`src/rtl/rename_pkg.sv`:
```
package rename_pkg;
  localparam int unsigned ARCH_REGS_DEF = 8;
  localparam int unsigned NUM_TAGS_DEF  = 32;
endpackage

```
`src/rtl/rename_map_tbl.sv`:
```
module rename_map_tbl #(
  parameter int unsigned ARCH_REGS = 8,
  parameter int unsigned NUM_TAGS  = 32,
  localparam int unsigned AW = $clog2(ARCH_REGS),
  localparam int unsigned TW = $clog2(NUM_TAGS)
) (
  input  logic                clk_i,
  input  logic                rst_ni,
  input  logic [AW-1:0]       rd_a_i,
  input  logic [AW-1:0]       rd_b_i,
  output logic [TW-1:0]       tag_a_o,
  output logic [TW-1:0]       tag_b_o,
  input  logic                we_i,
  input  logic [AW-1:0]       wr_idx_i,
  input  logic [TW-1:0]       wr_tag_i,
  output logic [NUM_TAGS-1:0] mapped_o
);
  logic [ARCH_REGS-1:0][TW-1:0] map_q;

  always_ff @(posedge clk_i or negedge rst_ni) begin
    if (!rst_ni) begin
      for (int k = 0; k < ARCH_REGS; k++) map_q[k] <= TW'(k);
    end else if (we_i) begin
      map_q[wr_idx_i] <= wr_tag_i;
    end
  end

  assign tag_a_o = map_q[rd_a_i];
  assign tag_b_o = map_q[rd_b_i];

  always_comb begin
    mapped_o = '0;
    for (int k = 0; k < ARCH_REGS; k++) mapped_o[map_q[k]] = 1'b1;
  end

  assert_map_write_R2: assert property (@(posedge clk_i) disable iff (!rst_ni)
    we_i |=> map_q[$past(wr_idx_i)] == $past(wr_tag_i));
  assert_map_hold_R7: assert property (@(posedge clk_i) disable iff (!rst_ni)
    !we_i |=> $stable(map_q));
endmodule

```
`src/rtl/rename_free_pool.sv`:
```
module rename_free_pool #(
  parameter int unsigned ARCH_REGS = 8,
  parameter int unsigned NUM_TAGS  = 32,
  localparam int unsigned TW = $clog2(NUM_TAGS)
) (
  input  logic                clk_i,
  input  logic                rst_ni,
  input  logic                alloc_i,
  output logic [TW-1:0]       alloc_tag_o,
  output logic                empty_o,
  input  logic                rel_valid_i,
  input  logic [TW-1:0]       rel_tag_i,
  input  logic [NUM_TAGS-1:0] mapped_i
);
  logic [NUM_TAGS-1:0] free_q, free_d;
  logic                rel_ok;

  assign rel_ok = rel_valid_i && !mapped_i[rel_tag_i];

  // lowest set bit wins
  always_comb begin
    alloc_tag_o = '0;
    for (int t = NUM_TAGS - 1; t >= 0; t--) begin
      if (free_q[t]) alloc_tag_o = TW'(t);
    end
  end

  assign empty_o = ~|free_q;

  always_comb begin
    free_d = free_q;
    if (rel_ok)  free_d[rel_tag_i]   = 1'b1;
    if (alloc_i) free_d[alloc_tag_o] = 1'b0;
  end

  for (genvar g = 0; g < NUM_TAGS; g++) begin : g_free
    always_ff @(posedge clk_i or negedge rst_ni) begin
      if (!rst_ni) free_q[g] <= (g >= ARCH_REGS);
      else         free_q[g] <= free_d[g];
    end
  end

  assert_alloc_from_free_R6: assert property (@(posedge clk_i) disable iff (!rst_ni)
    alloc_i |-> !empty_o && free_q[alloc_tag_o]);
  assert_alloc_lowest_R6: assert property (@(posedge clk_i) disable iff (!rst_ni)
    alloc_i |-> (free_q & ((NUM_TAGS'(1) << alloc_tag_o) - NUM_TAGS'(1))) == '0);
  assert_alloc_taken_R2: assert property (@(posedge clk_i) disable iff (!rst_ni)
    alloc_i |=> !free_q[$past(alloc_tag_o)]);
  assert_release_mapped_R9: assert property (@(posedge clk_i) disable iff (!rst_ni)
    rel_valid_i && mapped_i[rel_tag_i] && !(alloc_i && alloc_tag_o == rel_tag_i)
    |=> free_q[$past(rel_tag_i)] == $past(free_q[rel_tag_i]));
endmodule

```
`src/rtl/rename_ready_tbl.sv`:
```
module rename_ready_tbl #(
  parameter int unsigned ARCH_REGS = 8,
  parameter int unsigned NUM_TAGS  = 32,
  localparam int unsigned TW = $clog2(NUM_TAGS)
) (
  input  logic          clk_i,
  input  logic          rst_ni,
  input  logic          bc_valid_i,
  input  logic [TW-1:0] bc_tag_i,
  input  logic          clr_i,
  input  logic [TW-1:0] clr_tag_i,
  input  logic [TW-1:0] q_a_i,
  input  logic [TW-1:0] q_b_i,
  output logic          rdy_a_o,
  output logic          rdy_b_o
);
  logic [NUM_TAGS-1:0] rdy_q;

  for (genvar g = 0; g < NUM_TAGS; g++) begin : g_rdy
    always_ff @(posedge clk_i or negedge rst_ni) begin
      if (!rst_ni)                                  rdy_q[g] <= (g < ARCH_REGS);
      else if (clr_i && clr_tag_i == TW'(g))        rdy_q[g] <= 1'b0;
      else if (bc_valid_i && bc_tag_i == TW'(g))    rdy_q[g] <= 1'b1;
    end
  end

  // same-cycle broadcast bypass
  assign rdy_a_o = rdy_q[q_a_i] || (bc_valid_i && bc_tag_i == q_a_i);
  assign rdy_b_o = rdy_q[q_b_i] || (bc_valid_i && bc_tag_i == q_b_i);

  assert_clear_on_alloc_R4: assert property (@(posedge clk_i) disable iff (!rst_ni)
    clr_i |=> !rdy_q[$past(clr_tag_i)]);
  assert_set_on_bcast_R4: assert property (@(posedge clk_i) disable iff (!rst_ni)
    bc_valid_i && !(clr_i && clr_tag_i == bc_tag_i) |=> rdy_q[$past(bc_tag_i)]);
endmodule

```
`src/rtl/rename_map.sv`:
```
module rename_map #(
  parameter int unsigned ARCH_REGS = rename_pkg::ARCH_REGS_DEF,
  parameter int unsigned NUM_TAGS  = rename_pkg::NUM_TAGS_DEF,
  localparam int unsigned AW = $clog2(ARCH_REGS),
  localparam int unsigned TW = $clog2(NUM_TAGS)
) (
  input  logic          clk_i,
  input  logic          rst_ni,
  input  logic          issue_valid_i,
  input  logic [AW-1:0] src_a_i,
  input  logic [AW-1:0] src_b_i,
  input  logic          dst_valid_i,
  input  logic [AW-1:0] dst_i,
  output logic [TW-1:0] src_a_tag_o,
  output logic          src_a_rdy_o,
  output logic [TW-1:0] src_b_tag_o,
  output logic          src_b_rdy_o,
  output logic [TW-1:0] dst_tag_o,
  output logic          stall_o,
  input  logic          bcast_valid_i,
  input  logic [TW-1:0] bcast_tag_i,
  input  logic          release_valid_i,
  input  logic [TW-1:0] release_tag_i
);
  logic                need_tag, alloc, empty;
  logic [TW-1:0]       new_tag;
  logic [NUM_TAGS-1:0] mapped;

  assign need_tag  = issue_valid_i && dst_valid_i;
  assign stall_o   = need_tag && empty;
  assign alloc     = need_tag && !empty;
  assign dst_tag_o = new_tag;

  rename_map_tbl #(.ARCH_REGS(ARCH_REGS), .NUM_TAGS(NUM_TAGS)) i_map (
    .clk_i    (clk_i),
    .rst_ni   (rst_ni),
    .rd_a_i   (src_a_i),
    .rd_b_i   (src_b_i),
    .tag_a_o  (src_a_tag_o),
    .tag_b_o  (src_b_tag_o),
    .we_i     (alloc),
    .wr_idx_i (dst_i),
    .wr_tag_i (new_tag),
    .mapped_o (mapped)
  );

  rename_free_pool #(.ARCH_REGS(ARCH_REGS), .NUM_TAGS(NUM_TAGS)) i_pool (
    .clk_i       (clk_i),
    .rst_ni      (rst_ni),
    .alloc_i     (alloc),
    .alloc_tag_o (new_tag),
    .empty_o     (empty),
    .rel_valid_i (release_valid_i),
    .rel_tag_i   (release_tag_i),
    .mapped_i    (mapped)
  );

  rename_ready_tbl #(.ARCH_REGS(ARCH_REGS), .NUM_TAGS(NUM_TAGS)) i_rdy (
    .clk_i      (clk_i),
    .rst_ni     (rst_ni),
    .bc_valid_i (bcast_valid_i),
    .bc_tag_i   (bcast_tag_i),
    .clr_i      (alloc),
    .clr_tag_i  (new_tag),
    .q_a_i      (src_a_tag_o),
    .q_b_i      (src_b_tag_o),
    .rdy_a_o    (src_a_rdy_o),
    .rdy_b_o    (src_b_rdy_o)
  );

  assert_bypass_a_R5: assert property (@(posedge clk_i) disable iff (!rst_ni)
    bcast_valid_i && bcast_tag_i == src_a_tag_o |-> src_a_rdy_o);
  assert_idle_hold_R10: assert property (@(posedge clk_i) disable iff (!rst_ni)
    !issue_valid_i |=> $stable(src_a_tag_o) || $past(src_a_i) != src_a_i);
endmodule

```
`config.mk`:
```
export PLATFORM = sky130hd
export DESIGN_NAME = rename_map
export DESIGN_NICKNAME = d
export VERILOG_FILES = /design/src/rtl/rename_pkg.sv /design/src/rtl/rename_map_tbl.sv /design/src/rtl/rename_free_pool.sv /design/src/rtl/rename_ready_tbl.sv /design/src/rtl/rename_map.sv
export SDC_FILE = /design/constraint.sdc
export NUM_CORES = 1
export LEC_CHECK = 0
export ABC_CLOCK_PERIOD_IN_PS = 6100
export BUFFER_PORTS_ARGS = -buffer_cell sky130_fd_sc_hd__buf_2
export CORE_ASPECT_RATIO = 1.4
export CORE_MARGIN = 2
export CORE_UTILIZATION = 30
export CTS_BUF_LIST = sky130_fd_sc_hd__clkbuf_4
export DETAILED_ROUTE_END_ITERATION = 8
export PLACE_DENSITY = 0.47
export SYNTH_ARGS = -nofsm -noshare
export SYNTH_HDL_FRONTEND = slang
export SYNTH_SLANG_ARGS = --single-unit
```
`constraint.sdc`:
```
create_clock -name clk_i -period 6.1 [get_ports clk_i]
set_input_delay 0.305 -clock clk_i [delete_from_list [all_inputs] [get_ports clk_i]]
set_output_delay 0.305 -clock clk_i [all_outputs]
set_load 0.02 [all_outputs]
```
# ---- Yosys cells after proc, flatten, opt, wreduce, memory -nomap -nowiden
# Index checks and enable logic that the tools add are counted.
dict set report totals {
  ff_bits 104
  latch_bits 0
  ramBits 0
  mem_bits_ro 0
  inputBits 25
  output_inout_bits 18
  word_cells 423
  n_memories 0
}
dict set report op_classes {
  add_sub_neg 0
  n_mul 0
  n_div 0
  n_lt_le_gt_ge 26
  eq_ne 64
  shifts 0
  muxes 131
  bitwise_logic 10
  reduce_logical 120
}
# op count
set op_table {}
lappend op_table {{bitwise OR 32 bit} 8}
lappend op_table {{2-to-1 mux 5 bit} 35}
lappend op_table {{equality test 5 bit, second input constant} 32}
lappend op_table {{logical AND 1 bit} 81}
lappend op_table {{equality test 5 x 4 -> 1 bit, second input constant} 16}
lappend op_table {{2-to-1 mux 1 bit} 77}
lappend op_table {{less-than comparator 5 x 6 -> 1 bit, second input constant} 12}
lappend op_table {{2-to-1 mux 32 bit} 2}
lappend op_table {{nonzero test 2 bit} 32}
lappend op_table {{demux 1 bit (select 5 bit)} 10}
lappend op_table {{>= comparator 5 x 1 -> 1 bit, second input constant} 10}
lappend op_table {{bitwise mux 40 bit} 1}
lappend op_table {{equality test 5 x 3 -> 1 bit, second input constant} 8}
lappend op_table {{bitwise AND 32 bit} 1}
lappend op_table {{inverter 32 bit} 1}
lappend op_table {{OR reduction 32 bit} 1}
lappend op_table {{binary-select mux 5 bit (select 3 bit)} 2}
lappend op_table {{equality test 5 x 2 -> 1 bit, second input constant} 4}
lappend op_table {{binary-select mux 1 bit (select 5 bit)} 3}
lappend op_table {{demux 5 bit (select 3 bit)} 1}
lappend op_table {{less-than comparator 3 x 4 -> 1 bit, second input constant} 3}
lappend op_table {{equality test 5 x 1 -> 1 bit, second input constant} 2}
lappend op_table {{equality test 5 bit} 2}
lappend op_table {{zero test 5 bit} 2}
lappend op_table {{3 further kinds} 5}

# ---- Longest topological paths before layout
dict set report depth {
  ltp_word 39
  depth_mapped 10
  depth_no_buf 8
}

# ---- By module
# From an unflattened synthesis, not the netlist that was laid out.
dict set report unflattened {
  hier_cells 877
  hier_area_um2 8338.0
}
# module n_inst cells_each area_each_um2 seq_area_each_um2
set by_module_without_submodules {}
lappend by_module_without_submodules {rename_map_tbl 1 443 4127.7 1016.0}
lappend by_module_without_submodules {rename_free_pool 1 232 2152.1 830.8}
lappend by_module_without_submodules {rename_ready_tbl 1 200 2042.0 810.8}
lappend by_module_without_submodules {rename_map 1 2 16.3 0.0}

# ---- Worst setup path after synthesis
# Ideal clock, no wire load.
dict set report synth_timing {
  kind {register to output}
  start {reg i_map.map_q[1] (netlist bit)}
  end {out src_b_rdy_o}
  arrival_time_ps 2353
  required_time_ps 5795
  path_slack_ps 3442
  path_stages_with_launch 10
  path_buffers 2
  cell_sequence {dfrtp_1 clkbuf_1 mux4_2 mux2i_4 buf_6 xor2_1 nand3_1 nor4_1 nor4_1 nor2_1}
}
dict set report synth_via {
  elab_chain_cells 5
  elab_cells_between_ends 7
  classes_between {1 x eq/ne; 4 x mux; 2 x reduce/logical}
}
# item line
set synth_rtl {}
lappend synth_rtl {{start, declared} rename_map_tbl.sv:18} ;# logic [ARCH_REGS-1:0][TW-1:0] map_q;
lappend synth_rtl {{start signal, assigned by index} rename_map_tbl.sv:24} ;# map_q[wr_idx_i] <= wr_tag_i;
lappend synth_rtl {{binary-select mux 5 bit (select 3 bit) *} rename_map_tbl.sv:29} ;# assign tag_b_o = map_q[rd_b_i];
lappend synth_rtl {{2-to-1 mux 5 bit (not written as such) *} rename_map_tbl.sv:29}
lappend synth_rtl {{binary-select mux 1 bit (select 5 bit) / equality test 5 bit (equally long branches)} rename_ready_tbl.sv:29} ;# assign rdy_b_o = rdy_q[q_b_i] || (bc_valid_i && bc_tag_i == q_b_i);
lappend synth_rtl {{2-to-1 mux 1 bit (not written as such) / logical AND 1 bit (equally long branches)} rename_ready_tbl.sv:29}
lappend synth_rtl {{logical OR 1 bit *} rename_ready_tbl.sv:29}
lappend synth_rtl {{end, declared} rename_map.sv:17} ;# output logic src_b_rdy_o,
# Every way passes the cells marked *; elsewhere a longest branch is shown, timed or not. The select of a mux whose other input is x is not followed.

# ---- Final worst setup path
dict set report layout_timing {
  start {reg i_map.map_q[21] (netlist bit)}
  end {out src_b_rdy_o}
}
# The elaborated chain is that of the path after synthesis.

==> results_tabular.tex <==
\begin{tabular}{lr}
\hline
Metric & Value \\
\hline
\multicolumn{2}{l}{\textbf{Floorplan}} \\
Placeable core area & 28310 µm² \\
Die footprint & between 30000 and 40000 µm² \\
Initial core utilization & 30.43\% \\
Top-Level Pins & 43 \\
Site row count & 73 \\
Die height & 204.5 µm \\
Horizontal extent of the die & approximately 150 µm \\
\multicolumn{2}{l}{\textbf{Yosys}} \\
Synthesized netlist cell count & 977 \\
Proportion of register bits with asynchronous set or reset after synthesis & between 90\% and 100\% \\
Post-synth top area cell & sky130\_fd\_sc\_hd\_\_dfrtp\_1 \\
Most used standard cells in the synthesized netlist & sky130\_fd\_sc\_hd\_\_nor2\_1 (120), sky130\_fd\_sc\_hd\_\_o22ai\_1 (101), sky130\_fd\_sc\_hd\_\_o31ai\_1 (62) \\
Leading register cell type out of synthesis & sky130\_fd\_sc\_hd\_\_dfrtp\_1 \\
Number of synthesized register bits & between 100 and 150 \\
Sequential fraction of the synthesis area & between 30\% and 40\% \\
Post-synth net total & between 1000 and 1500 \\
Most frequently used cell type in the post-synthesis netlist & sky130\_fd\_sc\_hd\_\_nor2\_1 \\
Yosys top cell area share & between 10\% and 20\% \\
Total standard cell area after synthesis & about 8600 µm² \\
EDFF count, synth & 0 \\
Netlist cell types & 62 \\
Syn avg cell area & between 8 and 9 µm² \\
Yosys warns & 0 \\
Leading post-synthesis cells by cell area & sky130\_fd\_sc\_hd\_\_dfrtp\_1 (17\%), sky130\_fd\_sc\_hd\_\_dfstp\_2 (13\%), sky130\_fd\_sc\_hd\_\_o22ai\_1 (7.3\%) \\
\multicolumn{2}{l}{\textbf{Flow run}} \\
Count of max-cap constraint violations & 0 \\
\multicolumn{2}{l}{\textbf{Hold path}} \\
Worst-case hold path end point & i\_pool.free\_q[30] \\
Worst hold path type & in -> reg \\
Worst hold start & release\_tag\_i[2] \\
Number of cells on the worst hold path & 3 \\
\multicolumn{2}{l}{\textbf{Place}} \\
Number of buffer cells added on primary ports & between 40 and 50 \\
Placer Congestion & slightly below 1 \\
Half-perimeter wire length after placement & approximately 27000 µm \\
Post-detailed-placement cell area & 8959 µm² \\
\multicolumn{2}{l}{\textbf{Detailed routing}} \\
Via count & 8698 \\
Drt pass-1 iters & 7 \\
DRC violation count after routing & 0 \\
Routed length per instance & between 20 and 30 µm \\
Post-DR vias/cell & between 6 and 7 \\
Initial DRC Count & 1143 \\
Routed Antenna Nets & 0 \\
Routed wire length & 37720 µm \\
\multicolumn{2}{l}{\textbf{Worst setup path}} \\
Signal arrival time at the worst endpoint & $\sim$3.3 ns \\
RR Startpoint & i\_map.map\_q[35] \\
Critical-path maximum fanout & 16 \\
R2r setup slk & 2.89 ns \\
Length in cells of the worst reg-to-reg path & 7 \\
Setup crit start kind & flop \\
Data required time at the worst endpoint & between 5 and 6 ns \\
Terminus of the critical flop-to-flop path & i\_pool.free\_q[7] \\
Critical Path Sink Type & output port \\
Setup CP Type & reg -> out \\
\multicolumn{2}{l}{\textbf{Layout}} \\
Filler Cells Inserted & slightly above 3000 \\
P\&R area growth vs syn & 5.837\% \\
Final core utilization & $\sim$32\% \\
Layout Cell Area excl Fill & 9120 µm² \\
Final nets & roughly 980 \\
Fraction of final layout cells with drive strength greater than 1 & between 20\% and 30\% \\
\multicolumn{2}{l}{\textbf{Power and ir drop}} \\
Leakage Power & about 3.3 nW \\
Maximum vdd drop & between 0.2 and 0.3 mV \\
PD cells & around 530 nW/µm² \\
\multicolumn{2}{l}{\textbf{GRT}} \\
Global-route congestion overflow total & 0 \\
Wire length of the first global-routing pass & about 55000 µm \\
Via count of the first global-routing pass & between 8000 and 9000 \\
Initial antenna violation count & 3 \\
Aggregate global-route resource usage & 24.67\% \\
Pin count of the biggest net entering global routing & 69 \\
\multicolumn{2}{l}{\textbf{Clocking}} \\
CTS H-tree depth & 3 \\
Clock tree from TritonCTS & yes \\
Clk\_lat worst skew & approximately 0.53 ns \\
Clock-pin transition on the worst setup and hold timing paths & 0.20 ns \\
Clock Sinks & around 100 \\
Library cell used as clock root buffer & sky130\_fd\_sc\_hd\_\_clkbuf\_4 \\
Post-cts resize count & 0 \\
Longest Clk Path Bufs & 2 \\
CTS Buf Count & 9 \\
\multicolumn{2}{l}{\textbf{STA}} \\
Period utilisation layout & 58.73\% \\
Final count of negative-setup-slack endpoints & 0 \\
Maximum clock frequency & 279.1 MHz \\
Rel. slew slack & between 30\% and 40\% \\
Number of max-slew violations in the final report & 0 \\
Hold Violations, Final & 0 \\
Transition time of the tightest slew-check pin & about 0.94 ns \\
Post-layout min period & about 3.6 ns \\
Clk\_skew & between 0.04 and 0.05 ns \\
Setup TNS & 0 ns \\
Setup repair after global routing missed its margin & no \\
\multicolumn{2}{l}{\textbf{Outcome}} \\
Outcome & completed \\
\hline
\end{tabular}
[placed cells by master, fill, tap and decap left out, types with 4 or more instances in the layout]
master / synthesis / routed
sky130_fd_sc_hd__mux4_1: 6 / 6
sky130_fd_sc_hd__buf_2: 13 / 41
sky130_fd_sc_hd__o22ai_1: 101 / 101
sky130_fd_sc_hd__o31ai_1: 62 / 62
sky130_fd_sc_hd__nand2b_1: 28 / 28
sky130_fd_sc_hd__xnor2_1: 6 / 6
sky130_fd_sc_hd__o21ai_0: 16 / 16
sky130_fd_sc_hd__xor2_1: 4 / 4
sky130_fd_sc_hd__o211ai_1: 5 / 5
sky130_fd_sc_hd__or3b_2: 19 / 19
sky130_fd_sc_hd__nor2_1: 120 / 120
sky130_fd_sc_hd__o2111ai_1: 9 / 9
sky130_fd_sc_hd__buf_4: 2 / 6
sky130_fd_sc_hd__inv_1: 19 / 19
sky130_fd_sc_hd__nor3b_1: 4 / 4
sky130_fd_sc_hd__or4_1: 7 / 7
sky130_fd_sc_hd__diode_2: 0 / 4
sky130_fd_sc_hd__mux2_2: 51 / 51
sky130_fd_sc_hd__o21ai_1: 6 / 6
sky130_fd_sc_hd__nand4b_1: 6 / 6
sky130_fd_sc_hd__a21oi_1: 41 / 40
sky130_fd_sc_hd__mux2i_1: 31 / 31
sky130_fd_sc_hd__clkbuf_4: 0 / 9
sky130_fd_sc_hd__dfrtp_1: 60 / 60
sky130_fd_sc_hd__or3_1: 12 / 12
sky130_fd_sc_hd__dfstp_2: 44 / 44
sky130_fd_sc_hd__nor3_1: 43 / 43
sky130_fd_sc_hd__nand3b_1: 28 / 28
sky130_fd_sc_hd__nand3_1: 15 / 15
sky130_fd_sc_hd__nand2_1: 38 / 38
sky130_fd_sc_hd__nand4_1: 8 / 8
sky130_fd_sc_hd__nor4_1: 22 / 22
sky130_fd_sc_hd__mux4_2: 19 / 19
sky130_fd_sc_hd__mux2i_4: 4 / 4
sky130_fd_sc_hd__or2_2: 9 / 9
sky130_fd_sc_hd__nor2b_1: 9 / 8
sky130_fd_sc_hd__a31oi_1: 4 / 4
[critical path, stage by stage (launching register included)]
cell and delay (ns):
sky130_fd_sc_hd__dfrtp_1 0.54, sky130_fd_sc_hd__mux4_2 0.52, sky130_fd_sc_hd__mux2i_4 0.64, sky130_fd_sc_hd__mux2i_1 0.16, sky130_fd_sc_hd__mux2_2 0.30, sky130_fd_sc_hd__o22ai_1 0.20, sky130_fd_sc_hd__nor4_1 0.08, sky130_fd_sc_hd__nor2_1 0.13
sky130_fd_sc_hd__buf_2 0.17
[cell families after synthesis]
group | after synthesis | share of synthesized area, %
AND/OR/NAND/NOR | 383 | 24.36
buffers and inverters | 103 | 5.402
AO/OA/AOI/OAI | 266 | 20.27
multiplexers | 111 | 18.11
XOR/XNOR | 10 | 1.016
flip-flops | 104 | 30.84
[power breakdown]
part | leakage, nW | switching, mW | total [mW] | internal, mW
Combinational | 1.98 | 1.85 | 2.85 | 1.00
Clock | 0.0744 | 0.284 | 0.380 | 0.0954
Sequential | 1.21 | 0.594 | 1.63 | 1.04
[how the worst max path moves through the flow]
stage / startpoint / endpoint / cells past startpoint
2_1_floorplan: i_map.map_q[1] / src_b_rdy_o / 9
6_report: i_map.map_q[21] / src_b_rdy_o / 8
5_1_grt: i_map.map_q[23] / src_b_rdy_o / 8
4_1_cts: i_map.map_q[21] / src_b_rdy_o / 8
3_3_place_gp: i_pool.free_q[28] / i_pool.free_q[5] / 9
3_5_place_dp: i_pool.free_q[0] / i_rdy.rdy_q[25] / 6
[layer usage]
layer  up-vias  wire length (µm)  global-route usage, %
met1      4252             13860                  28.48
li1       3713                 -                      -
met4         0              2345                  13.19
met2       559             18600                  43.27
met3       174              2915                  4.521
met5         -                 0                      0
[flip-flops by register name, indices dropped and copies added, names as in the netlist]
name           count
i_map.map_q       40
i_pool.free_q     32
i_rdy.rdy_q       32
[stage by stage]
stage                     setup WS (ns)  hold WS (ns)  power [mW]  cells
after floorplan                   3.442      0.009409       3.372    977
after global placement            2.974        0.3056       4.411   1317
after detailed placement          2.969        0.3047       4.384   1317
after CTS                         2.521        0.1734       4.767   1334
after global routing              2.329        0.1903       5.064   1337
final                             2.518        0.1985       4.864   1338
[layout make-up]
| type | count | area [µm²] | share of cell area, % |
|---|---|---|---|
| multi-input combinational | 770 | 5500 | 60.31 |
| sequential | 104 | 2658 | 29.14 |
| tap | 375 | 469.2 | 5.145 |
| timing repair buffer | 48 | 260.3 | 2.854 |
| inverter | 21 | 81.33 | 0.8918 |
| clock inverter | 7 | 73.82 | 0.8094 |
| clock buffer | 9 | 67.56 | 0.7408 |
| antenna | 4 | 10.01 | 0.1098 |
[repair_timing]
action                    4_1_cts  5_1_grt
hold endpoints to repair       23        0
hold buffers                    1        0
setup buffers                   0        0
No activity file was read; power rests on OpenSTA's default activity.
